File: src/rtl/guard_pkg.sv
package guard_pkg;
    localparam int ADDR_W     = 8;
    localparam int DATA_W     = 32;
    localparam int SCR_WORDS  = 3;
    localparam int SCR_IDX_W  = (SCR_WORDS > 1) ? $clog2(SCR_WORDS) : 1;
    localparam int WORD_BYTES = DATA_W / 8;

    localparam logic [ADDR_W-1:0] KEY_A_ADDR = 8'h6C;
    localparam logic [ADDR_W-1:0] KEY_B_ADDR = 8'h70;
    localparam logic [ADDR_W-1:0] SCR_BASE   = 8'h60;

    localparam logic [DATA_W-1:0] KEY_A_MAGIC = 32'h83E7_0B13;
    localparam logic [DATA_W-1:0] KEY_B_MAGIC = 32'h95A4_F1E0;

    typedef enum logic [1:0] {
        SLOT_KEY_A   = 2'd0,
        SLOT_KEY_B   = 2'd1,
        SLOT_SCRATCH = 2'd2,
        SLOT_OTHER   = 2'd3
    } slot_kind_e;

    typedef struct packed {
        slot_kind_e           kind;
        logic [SCR_IDX_W-1:0] index;
    } slot_t;

    function automatic slot_t decode_slot(input logic [ADDR_W-1:0] a);
        slot_t s;
        s.kind  = SLOT_OTHER;
        s.index = '0;
        if (a == KEY_A_ADDR) begin
            s.kind = SLOT_KEY_A;
        end else if (a == KEY_B_ADDR) begin
            s.kind = SLOT_KEY_B;
        end else begin
            for (int i = 0; i < SCR_WORDS; i++) begin
                if (a == SCR_BASE + ADDR_W'(i * WORD_BYTES)) begin
                    s.kind  = SLOT_SCRATCH;
                    s.index = SCR_IDX_W'(i);
                end
            end
        end
        return s;
    endfunction

    function automatic logic is_key_slot(input slot_kind_e k);
        return (k == SLOT_KEY_A) || (k == SLOT_KEY_B);
    endfunction
endpackage

File: src/rtl/guard_key_bank.sv
module guard_key_bank
    import guard_pkg::*;
#(
    parameter int                NKEYS   = 2,
    parameter logic [DATA_W-1:0] MAGIC_A = KEY_A_MAGIC,
    parameter logic [DATA_W-1:0] MAGIC_B = KEY_B_MAGIC
) (
    input  logic              clk,
    input  logic              rst,
    input  logic [NKEYS-1:0]  key_wr,
    input  logic [DATA_W-1:0] wdata,
    output logic              open
);
    localparam logic [NKEYS-1:0][DATA_W-1:0] MAGIC = {MAGIC_B, MAGIC_A};

    // one match flag per slot instead of the full key word
    logic [NKEYS-1:0] match_q;

    always_ff @(posedge clk) begin
        if (rst) begin
            match_q <= '0;
        end else begin
            for (int k = 0; k < NKEYS; k++) begin
                if (key_wr[k]) begin
                    match_q[k] <= (wdata == MAGIC[k]);
                end
            end
        end
    end

    assign open = &match_q;
endmodule

File: src/rtl/guard_scratch_bank.sv
module guard_scratch_bank
    import guard_pkg::*;
#(
    parameter int WORDS = SCR_WORDS,
    parameter int IDX_W = SCR_IDX_W
) (
    input  logic              clk,
    input  logic              rst,
    input  logic              we,
    input  logic [IDX_W-1:0]  idx,
    input  logic [DATA_W-1:0] wdata,
    output logic [DATA_W-1:0] rdata
);
    logic [DATA_W-1:0] words [WORDS];

    for (genvar w = 0; w < WORDS; w++) begin : g_word
        logic [DATA_W-1:0] word_q;
        always_ff @(posedge clk) begin
            if (rst) begin
                word_q <= '0;
            end else if (we && (idx == IDX_W'(w))) begin
                word_q <= wdata;
            end
        end
        assign words[w] = word_q;
    end

    always_comb begin
        rdata = '0;
        for (int w = 0; w < WORDS; w++) begin
            if (idx == IDX_W'(w)) rdata = words[w];
        end
    end
endmodule

File: src/rtl/key_unlock_guard.sv
module key_unlock_guard
    import guard_pkg::*;
#(
    parameter logic [DATA_W-1:0] MAGIC_A = KEY_A_MAGIC,
    parameter logic [DATA_W-1:0] MAGIC_B = KEY_B_MAGIC
) (
    input  logic              clk,
    input  logic              rst,
    input  logic              bus_wr,
    input  logic              bus_rd,
    input  logic [ADDR_W-1:0] bus_addr,
    input  logic [DATA_W-1:0] bus_wdata,
    output logic [DATA_W-1:0] bus_rdata,
    output logic              prot_wr_en,
    output logic              unlocked
);
    slot_t             slot;
    logic [1:0]        key_wr;
    logic              guard_open;
    logic [DATA_W-1:0] scr_rdata;

    assign slot = decode_slot(bus_addr);

    assign key_wr[0] = bus_wr && (slot.kind == SLOT_KEY_A);
    assign key_wr[1] = bus_wr && (slot.kind == SLOT_KEY_B);

    guard_key_bank #(
        .NKEYS  (2),
        .MAGIC_A(MAGIC_A),
        .MAGIC_B(MAGIC_B)
    ) u_keys (
        .clk   (clk),
        .rst   (rst),
        .key_wr(key_wr),
        .wdata (bus_wdata),
        .open  (guard_open)
    );

    assign prot_wr_en = bus_wr && guard_open && !is_key_slot(slot.kind);
    assign unlocked   = guard_open;

    guard_scratch_bank #(
        .WORDS(SCR_WORDS),
        .IDX_W(SCR_IDX_W)
    ) u_scratch (
        .clk  (clk),
        .rst  (rst),
        .we   (prot_wr_en && (slot.kind == SLOT_SCRATCH)),
        .idx  (slot.index),
        .wdata(bus_wdata),
        .rdata(scr_rdata)
    );

    always_comb begin
        bus_rdata = '0;
        if (bus_rd) begin
            unique case (slot.kind)
                SLOT_KEY_A, SLOT_KEY_B: bus_rdata = DATA_W'(guard_open);
                SLOT_SCRATCH:           bus_rdata = scr_rdata;
                default:                bus_rdata = '0;
            endcase
        end
    end
endmodule

File: config.mk
export PLATFORM = sky130hd
export DESIGN_NAME = key_unlock_guard
export DESIGN_NICKNAME = d
export VERILOG_FILES = /design/src/rtl/guard_pkg.sv /design/src/rtl/guard_key_bank.sv /design/src/rtl/guard_scratch_bank.sv /design/src/rtl/key_unlock_guard.sv
export SDC_FILE = /design/constraint.sdc
export NUM_CORES = 1
export LEC_CHECK = 0
export ABC_AREA = 1
export BUFFER_PORTS_ARGS = -buffer_cell sky130_fd_sc_hd__buf_4
export CAP_MARGIN = 0
export CORE_ASPECT_RATIO = 0.6
export CORE_MARGIN = 2
export CORE_UTILIZATION = 40
export DETAILED_ROUTE_END_ITERATION = 10
export PLACE_DENSITY = 0.67
export SETUP_SLACK_MARGIN = 0.5
export SYNTH_ARGS = -nofsm -noshare
export SYNTH_HDL_FRONTEND = slang
export SYNTH_SLANG_ARGS = --single-unit
File: constraint.sdc
create_clock -name clk -period 1.8 [get_ports clk]
set_clock_uncertainty 0.15 [all_clocks]
set_input_delay 0.18 -clock clk [delete_from_list [all_inputs] [get_ports clk]]
set_output_delay 0.18 -clock clk [all_outputs]
set_load 0.05 [all_outputs]
Yosys cells after proc, flatten, opt, wreduce, memory -nomap -nowiden. Index checks and enable logic that the tools add are counted.

Memory bits (read-only): 0. Output and inout bits: 34. Bits in latches: 0. Bits in writable memories: 0. Memories kept: 0. Flip-flop bits (word level): 98. Logic and storage cells: 42. Bits of input ports: 44.

Reductions and logical operators: 14. Shifts and indexed selects: 0. Add/sub/neg operators: 0. Divide/modulo/power cells: 0. Multiplexer cells: 12. $mul: 0. $lt $le $gt $ge: 0. Bitwise logic cells: 0. Equal/unequal tests: 11.

Operators with widths (count): 32-bit two-way mux (4); 32-bit == test, second input constant (2); 32-bit case mux with 2 select lines (1); 8-bit by 7-bit == test with 1-bit output, second input constant (5); 1-bit logical AND (8); 2-bit two-way mux (4); 4-bit two-way mux (2); 2-bit by 1-bit == test with 1-bit output, second input constant (2); 2-bit == test, second input constant (2); 2-bit logical NOT (2); 3-bit two-way mux (1); 2-bit AND reduction (1); 2-bit OR reduction (1); 1-bit logical NOT (1); 1-bit logical OR (1).

Longest topological paths before layout. Gate-level depths: netlist of run 1.

Depth in word-level cells: 12. Depth in mapped cells: 11. Depth with buffers taken out: 9.

Cells and area by module. Synthesis of run 1 repeated with hierarchy kept, for this count alone.

Cell total of the unflattened synthesis: 942. Area total of the unflattened synthesis: 5696.7 um^2.

Modules (own cells, without submodules): guard_scratch_bank (instances 1, seq. area each 1921.8 um^2, cells an instance 757, area each 4588.2 um^2); key_unlock_guard (instances 1, seq. area each 0.0 um^2, cells an instance 113, area each 782.0 um^2); guard_key_bank (instances 1, seq. area each 40.0 um^2, cells an instance 72, area each 326.6 um^2).

Worst setup path after synthesis of run 1. No wires, ideal clock.

Kind: input -> output. From: input bus_addr[1]. To: output bus_rdata[26]. Path slack: -345 ps. Buffers on the path: 1. Arrival: 1815 ps. Stages: 6. Data required time: 1470 ps. Cells stage by stage: nor2_1 -> nand3_2 -> nor2_4 -> buf_2 -> nand2_1 -> a31oi_1.

Word-level cells in the longest chain between the ends: 11. Elaborated cells between the ends (all ways): 24. Classes of those cells: eq/ne: 9; mux: 12; reduce/logical: 3.

Ends and longest elaborated chain: start: declaration (line key_unlock_guard.sv:11) `input logic [ADDR_W-1:0] bus_addr,`; 8-bit by 7-bit == test with 1-bit output (line guard_pkg.sv:37) `if (a == SCR_BASE + ADDR_W'(i * WORD_BYTES)) begin`; 4-bit two-way mux (2 in series) (line guard_pkg.sv:37); 2-bit two-way mux (line guard_pkg.sv:33) `end else if (a == KEY_B_ADDR) begin`; 2-bit two-way mux (line guard_pkg.sv:31) `if (a == KEY_A_ADDR) begin`; 2-bit logical NOT (line guard_scratch_bank.sv:31) `if (idx == IDX_W'(w)) rdata = words[w];`; 32-bit two-way mux (3 in series) (line guard_scratch_bank.sv:31); 32-bit case mux with 2 select lines (*) (line key_unlock_guard.sv:57) `unique case (slot.kind)`; 32-bit two-way mux (*) (line key_unlock_guard.sv:56) `if (bus_rd) begin`; end: declaration (line key_unlock_guard.sv:13) `output logic [DATA_W-1:0] bus_rdata,`.

Mark *: on every way between the ends. The rest lies on a longest branch, timed or not.

Worst setup path after layout of run 1.
From: input bus_addr[1]. To: output bus_rdata[2].

The elaborated chain is that of the path after synthesis.

==> out/metrics.yaml, run 1 <==
dr.pass1.iters: 5
cts_tree: "done"
required_ns: 1.47
start_util_pct: 41.04
diodes: 0
place_inst: 1191
yosysMostFrequentCell: "nand2_1"
cts-root-buf: "clkbuf_16"
cp-end-kind: "output pin"
stdcell_count: 1276
synth_sequential_area_ratio_pct: 34.98
die_width_um: 156.9
slew-limit-headroom_pct: 75.47
async_reset_ff_share_pct: 0
dr.first_iter.drc_count: 513
final_util_pct: 72.26
cp.arrival_ns: 1.57
period_share_pct: 105.6
die_y_um: 95.73
drive_above_1_share_pct: 44.37
crit_end: "bus_rdata[2]"
dp_hpwl_um: 10800
crit_fanout: 9
htree_num_levels: 3
synth_seq_cells: 98
fp.coreArea_mm2: 0.01367
place_area_mm2: 0.007153
drc_errors: 0
cap_violations: 0
period_needed_ns: 1.901
netlist_area_mm2: 0.005609
worstSetupPathType: "input port to output pin"
ir_drop_mv: 0.4745
finalSetupTns_ns: -1.273
synth_ff_type: "dfxtp_1"
synth_largest_area_cell: "dfxtp_1"
synth_common_cells: "220 x nand2_1, 168 x inv_1, 141 x nor2_1, 103 x nand4_1, 98 x dfxtp_1"
cp.depth: 12
grt_pass1_wl_um: 34910
grt_use_total_pct: 30.55
holdWs_ns: 0.04168
rows: 33
clkSlewWorstSetupHoldPaths_ns: 0.07
first_global_vias: 6552
rsz0062_at_grt: "true"
area_growth_pct: 76.07
p_leak_nw: 4.227
antenna_found_initial: 1
setup_viol: 20
yosys.area.top_type_share_pct: 34.98
numPortBuffers: 77
stdcell_area_mm2: 0.009876
post_drt_wl_per_cell_um: 17.83
ys_top_cells_by_area: "dfxtp_1 35%, nand2_1 15%, nand4_1 11%"
hold_viol_final: 0
grt_overflow: 0
max_freq_ghz: 0.5260
clkLatencyLatePin_ns: 0.35
boundaryPins: 78
rrSetupSlack_ns: -0.01
syn_avg_cell_area_um2: 6.051
num-nets-final: 1123
critPathSlowestCell: "nor2_4"
maxSlewViolCount: 0
cp_num_buf_inv: 5
grt_max_degree: 60
path_delay_family: "buffers and inverters"
min_path_type: "input port to flop"
wl_um: 22750
reg2regPathDepth: 11
worstPathCellList: "buf_6 > nor2_4 > buf_6 > nand2_4 > nor2_4 > buf_12 > nand2_1 > o21ai_2 > a21oi_1 > buf_4 > nor2_4 > buf_6"
worst_slew_pin_slew_ns: 0.3679
clkSinkCount: 98
cp-start-kind: "input port"
gp_congestion: 0.8393
status: "finished with violations"
final-seq-area_mm2: 0.001964
yosysWarnings: 0
multi_input_area_mm2: 0.003895
vias: 6720
p_per_area_mw_per_mm2: 473.6
synthDistinctLibCells: 22
nFillCells: 928
numCtsBuffers: 9
reg2reg_to: "u_scratch.g_word[0].word_q[10]"
syn-num-nets: 971
die-area_mm2: 0.01502
viasPerCell: 5.266
fin_ws_ns: -0.1010
synth_edf_count: 0
r2r_start: "u_keys.match_q[0]"
startpoint: "bus_addr[1]"
clockBufferDepth: 2
synthCells: 927
slowest_delay_ns: 0.17
holdBufCountCts: 0
antenna_left: 0
violations: "negative setup slack"
## layer usage
metal | vias to the layer above | global-route usage (%) | wire length [um]
met5 | - | 0 | 0
met4 | 0 | 10.78 | 622
met1 | 3081 | 40.86 | 9500
li1 | 3224 | - | -
met2 | 356 | 48.98 | 10260
met3 | 59 | 6.799 | 2367
## cells by family (layout without fill, tap and decap cells)
logic type,count (synthesis),count (layout),share of synthesized area [%]
compound gates,100,100,9.012
flops,98,98,34.98
simple gates,490,490,38.61
buf+inv,239,396,17.40
## through the flow
| step | setup WS, ns | power (mW) |
|---|---|---|
| 4_1_cts | -0.03492 | 4.640 |
| 6_report | -0.1010 | 4.678 |
| 3_3_place_gp | -0.2068 | 2.536 |
| 5_1_grt | -0.1470 | 4.778 |
| 3_5_place_dp | -0.2014 | 2.537 |
| 2_1_floorplan | 0.1744 | 2.378 |
## how the worst min path moves through the flow
stage                                   startpoint  cells past startpoint                        endpoint  slack [ns]
floorplan                            bus_wdata[11]                      5               u_keys.match_q[1]        0.27
global placement    u_scratch.g_word[0].word_q[26]                      2  u_scratch.g_word[0].word_q[26]        0.31
detailed placement  u_scratch.g_word[0].word_q[16]                      2  u_scratch.g_word[0].word_q[16]        0.32
CTS                                  bus_wdata[24]                      5  u_scratch.g_word[0].word_q[24]        0.05
global route                         bus_wdata[19]                      5  u_scratch.g_word[1].word_q[19]        0.08
finish                               bus_wdata[19]                      5  u_scratch.g_word[2].word_q[19]        0.04
## placed cells by master, fill, tap and decap left out, drive strengths merged
cell type,count
clkbuf,12
nor2,148
nand3,11
inv,174
buf,203
dfxtp,98
o21ai,35
nand2,220
bufinv,2
clkinvlp,1
bufbuf,2
clkinv,2
nor3,7
a21oi,64
a31oi,1
nand4,104
## power breakdown
part           switching, mW  internal [mW]
clock                  0.880           1.25
combinational          0.226          0.152
sequential          0.000103           2.17
total                   1.11           3.57
## worst reg2reg max path, cell delays in order (launching register included)
cell and delay [ns]:
dfxtp_2 0.35, nand2_4 0.07, nor2_4 0.11, buf_6 0.11, buf_6 0.10, nand3_4 0.06, nor2_4 0.20, buf_12 0.16
buf_12 0.10, buf_16 0.14, a21oi_2 0.07, nor2_1 0.13
## flip-flops by register name (all words and copies together) (netlist names)
signal                   flops
u_keys.match_q               2
u_scratch.g_word.word_q     96
## area by class of cell
type | instances | area share [%]
Clock buffer | 11 | 2.458
Clock inverter | 5 | 0.7855
Inverter | 174 | 6.689
Multi-Input combinational cell | 590 | 39.44
Sequential cell | 98 | 19.89
Tap cell | 192 | 2.433
Timing Repair Buffer | 206 | 28.30
## what timing repair did
action	CTS	global route
gates cloned	24	1
resized for setup	283	120
hold endpoints to repair	0	0
pin swaps	84	67
setup endpoints to repair	130	131
setup buffers	39	5
(Power assumes the default switching activity.)
==> run 2: changes to the inputs <==
--- a/config.mk
+++ b/config.mk
@@ -17,3 +17,4 @@
 export SYNTH_ARGS = -nofsm -noshare
 export SYNTH_HDL_FRONTEND = slang
 export SYNTH_SLANG_ARGS = --single-unit
+export TNS_END_PERCENT = 1
==> run 2 against run 1 <==
  * The run still ends with negative setup slack left
  * First-iteration DRC count is 1.9% higher
  * Register-to-register slack better by 0.22 ns
  * Fmax is 2.0% lower
  * Wire length is 19% lower
  * Clock power is 6% lower
  * Critical path depth stayed put
  * Sequential share of layout area is 3.2 points higher
  * Via count is 7.5% lower
  * Core utilization is 10 points lower
  * Largest cell class unchanged
  * Largest power group unchanged
  * Highest routed layer unchanged
==> out/metrics.yaml, run 2 (synthesized netlist as in run 1, its figures left out) <==
period_share_pct: 107.8
multi_input_area_mm2: 0.003334
fin_ws_ns: -0.1397
htree_num_levels: 3
rsz0062_at_grt: "true"
setup_viol: 32
die_y_um: 95.73
mostFrequentLayoutCells: "207 x nand2_1, 165 x inv_1, 103 x nand4_1"
layout_commonest_cell: "nand2_1"
largest_registers: "u_scratch.g_word.word_q x96, u_keys.match_q x2"
grt_overflow: 0
finalSetupTns_ns: -2.087
period_needed_ns: 1.940
p_per_area_mw_per_mm2: 533.7
min_path_type: "input port to flop"
reg2regPathDepth: 8
start_util_pct: 41.04
dr.first_iter.drc_count: 523
final_util_pct: 62.13
path_delay_family: "buffers and inverters"
holdBufCountCts: 0
vias: 6215
max_freq_ghz: 0.5155
largest_reg_flops: 96
violations: "negative setup slack"
crit_fanout: 9
fp.coreArea_mm2: 0.01367
cp_num_buf_inv: 6
clkSlewWorstSetupHoldPaths_ns: 0.06
cts-root-buf: "clkbuf_16"
rows: 33
antenna_left: 0
gp_congestion: 0.8282
dp_hpwl_um: 11230
hold_viol_final: 0
numCtsBuffers: 9
boundaryPins: 78
grt_pass1_wl_um: 28290
cp.arrival_ns: 1.61
clockBufferDepth: 2
area_growth_pct: 51.37
num-nets-final: 1085
critPathSlowestCell: "a21oi_2"
cp.depth: 12
clkSinkCount: 98
required_ns: 1.47
dr.pass1.iters: 5
maxSlewViolCount: 0
grt_use_total_pct: 23.99
die_width_um: 156.9
die-area_mm2: 0.01502
nFillCells: 1239
hold_depth: 5
post_drt_wl_per_cell_um: 14.91
grt_max_degree: 55
worstSetupPathType: "input port to output pin"
drive_above_1_share_pct: 30.62
cap_violations: 0
regMostFlops: "u_scratch.g_word.word_q"
viasPerCell: 5.024
worst_slew_pin_slew_ns: 0.4562
total_power_mw: 4.532
cp-start-kind: "input port"
slew-limit-headroom_pct: 69.59
p_leak_nw: 3.725
slowest_delay_ns: 0.18
drc_errors: 0
cp-end-kind: "output pin"
ir_drop_mv: 0.4955
wl_um: 18440
antenna_found_initial: 0
clkLatencyLatePin_ns: 0.34
diodes: 0
status: "finished with violations"
final-seq-area_mm2: 0.001964
first_global_vias: 5588
numPortBuffers: 77
worstPathCellList: "buf_6 > nor2_4 > nand2_2 > nor2_4 > buf_6 > o21ai_4 > buf_12 > buf_12 > buf_4 > a21oi_2 > nor2_4 > buf_6"
cts_tree: "done"
## run 2: worst min-delay path: stages
cell	delay [ns]
buf_4	0.09
inv_1	0.05
nand4_1	0.08
nand2_1	0.04
nor2_1	0.07
## run 2: final timing paths
path	from	end	slack, ns
setup reg to reg	u_keys.match_q[0]	u_scratch.g_word[1].word_q[22]	0.21
setup / recovery	bus_addr[0]	bus_rdata[23]	-0.14
hold reg to reg	u_scratch.g_word[0].word_q[27]	u_scratch.g_word[0].word_q[27]	0.34
hold / removal	bus_wdata[24]	u_scratch.g_word[1].word_q[24]	0.05
## run 2: layer usage
layer / vias up / routed length (um) / track usage, %
met5: - / 0 / 0
met1: 2855 / 8855 / 34.41
met4: 0 / 177 / 4.817
met2: 222 / 8099 / 38.05
li1: 3124 / - / -
met3: 14 / 1305 / 4.232
## run 2: power breakdown
group / switching [mW] / leakage (nW) / total, mW / internal [mW]
clock network: 0.826 / 0.155 / 2.01 / 1.19
logic: 0.204 / 2.78 / 0.350 / 0.145
registers: 0.0000927 / 0.790 / 2.17 / 2.17
## run 2: final cells by class
cell class	count	share of cell area, %
clock buffer	12	3.139
clock inverter	3	0.5600
inverter	174	7.722
multi-input combinational	590	39.27
sequential	98	23.14
tap	192	2.829
timing repair buffer	168	23.34
## run 2: through the flow
step                      setup slack [ns]  hold slack, ns  instance area (um^2)  instances
after global routing               -0.1918         0.08026                  8491       1237
after detailed placement           -0.2923          0.3182                  7152       1197
after CTS                         -0.09873         0.03920                  8127       1223
final                              -0.1397         0.04699                  8491       1237
after global placement             -0.3207          0.3094                  7152       1197
after floorplan                     0.1642          0.2775                  5949        927
## run 2: repair_timing
action,in CTS,in global routing
resized for setup,144,48
buffers inserted,8,10
pin swaps,72,86
cloned,3,4
endpoints found under the setup margin,130,131
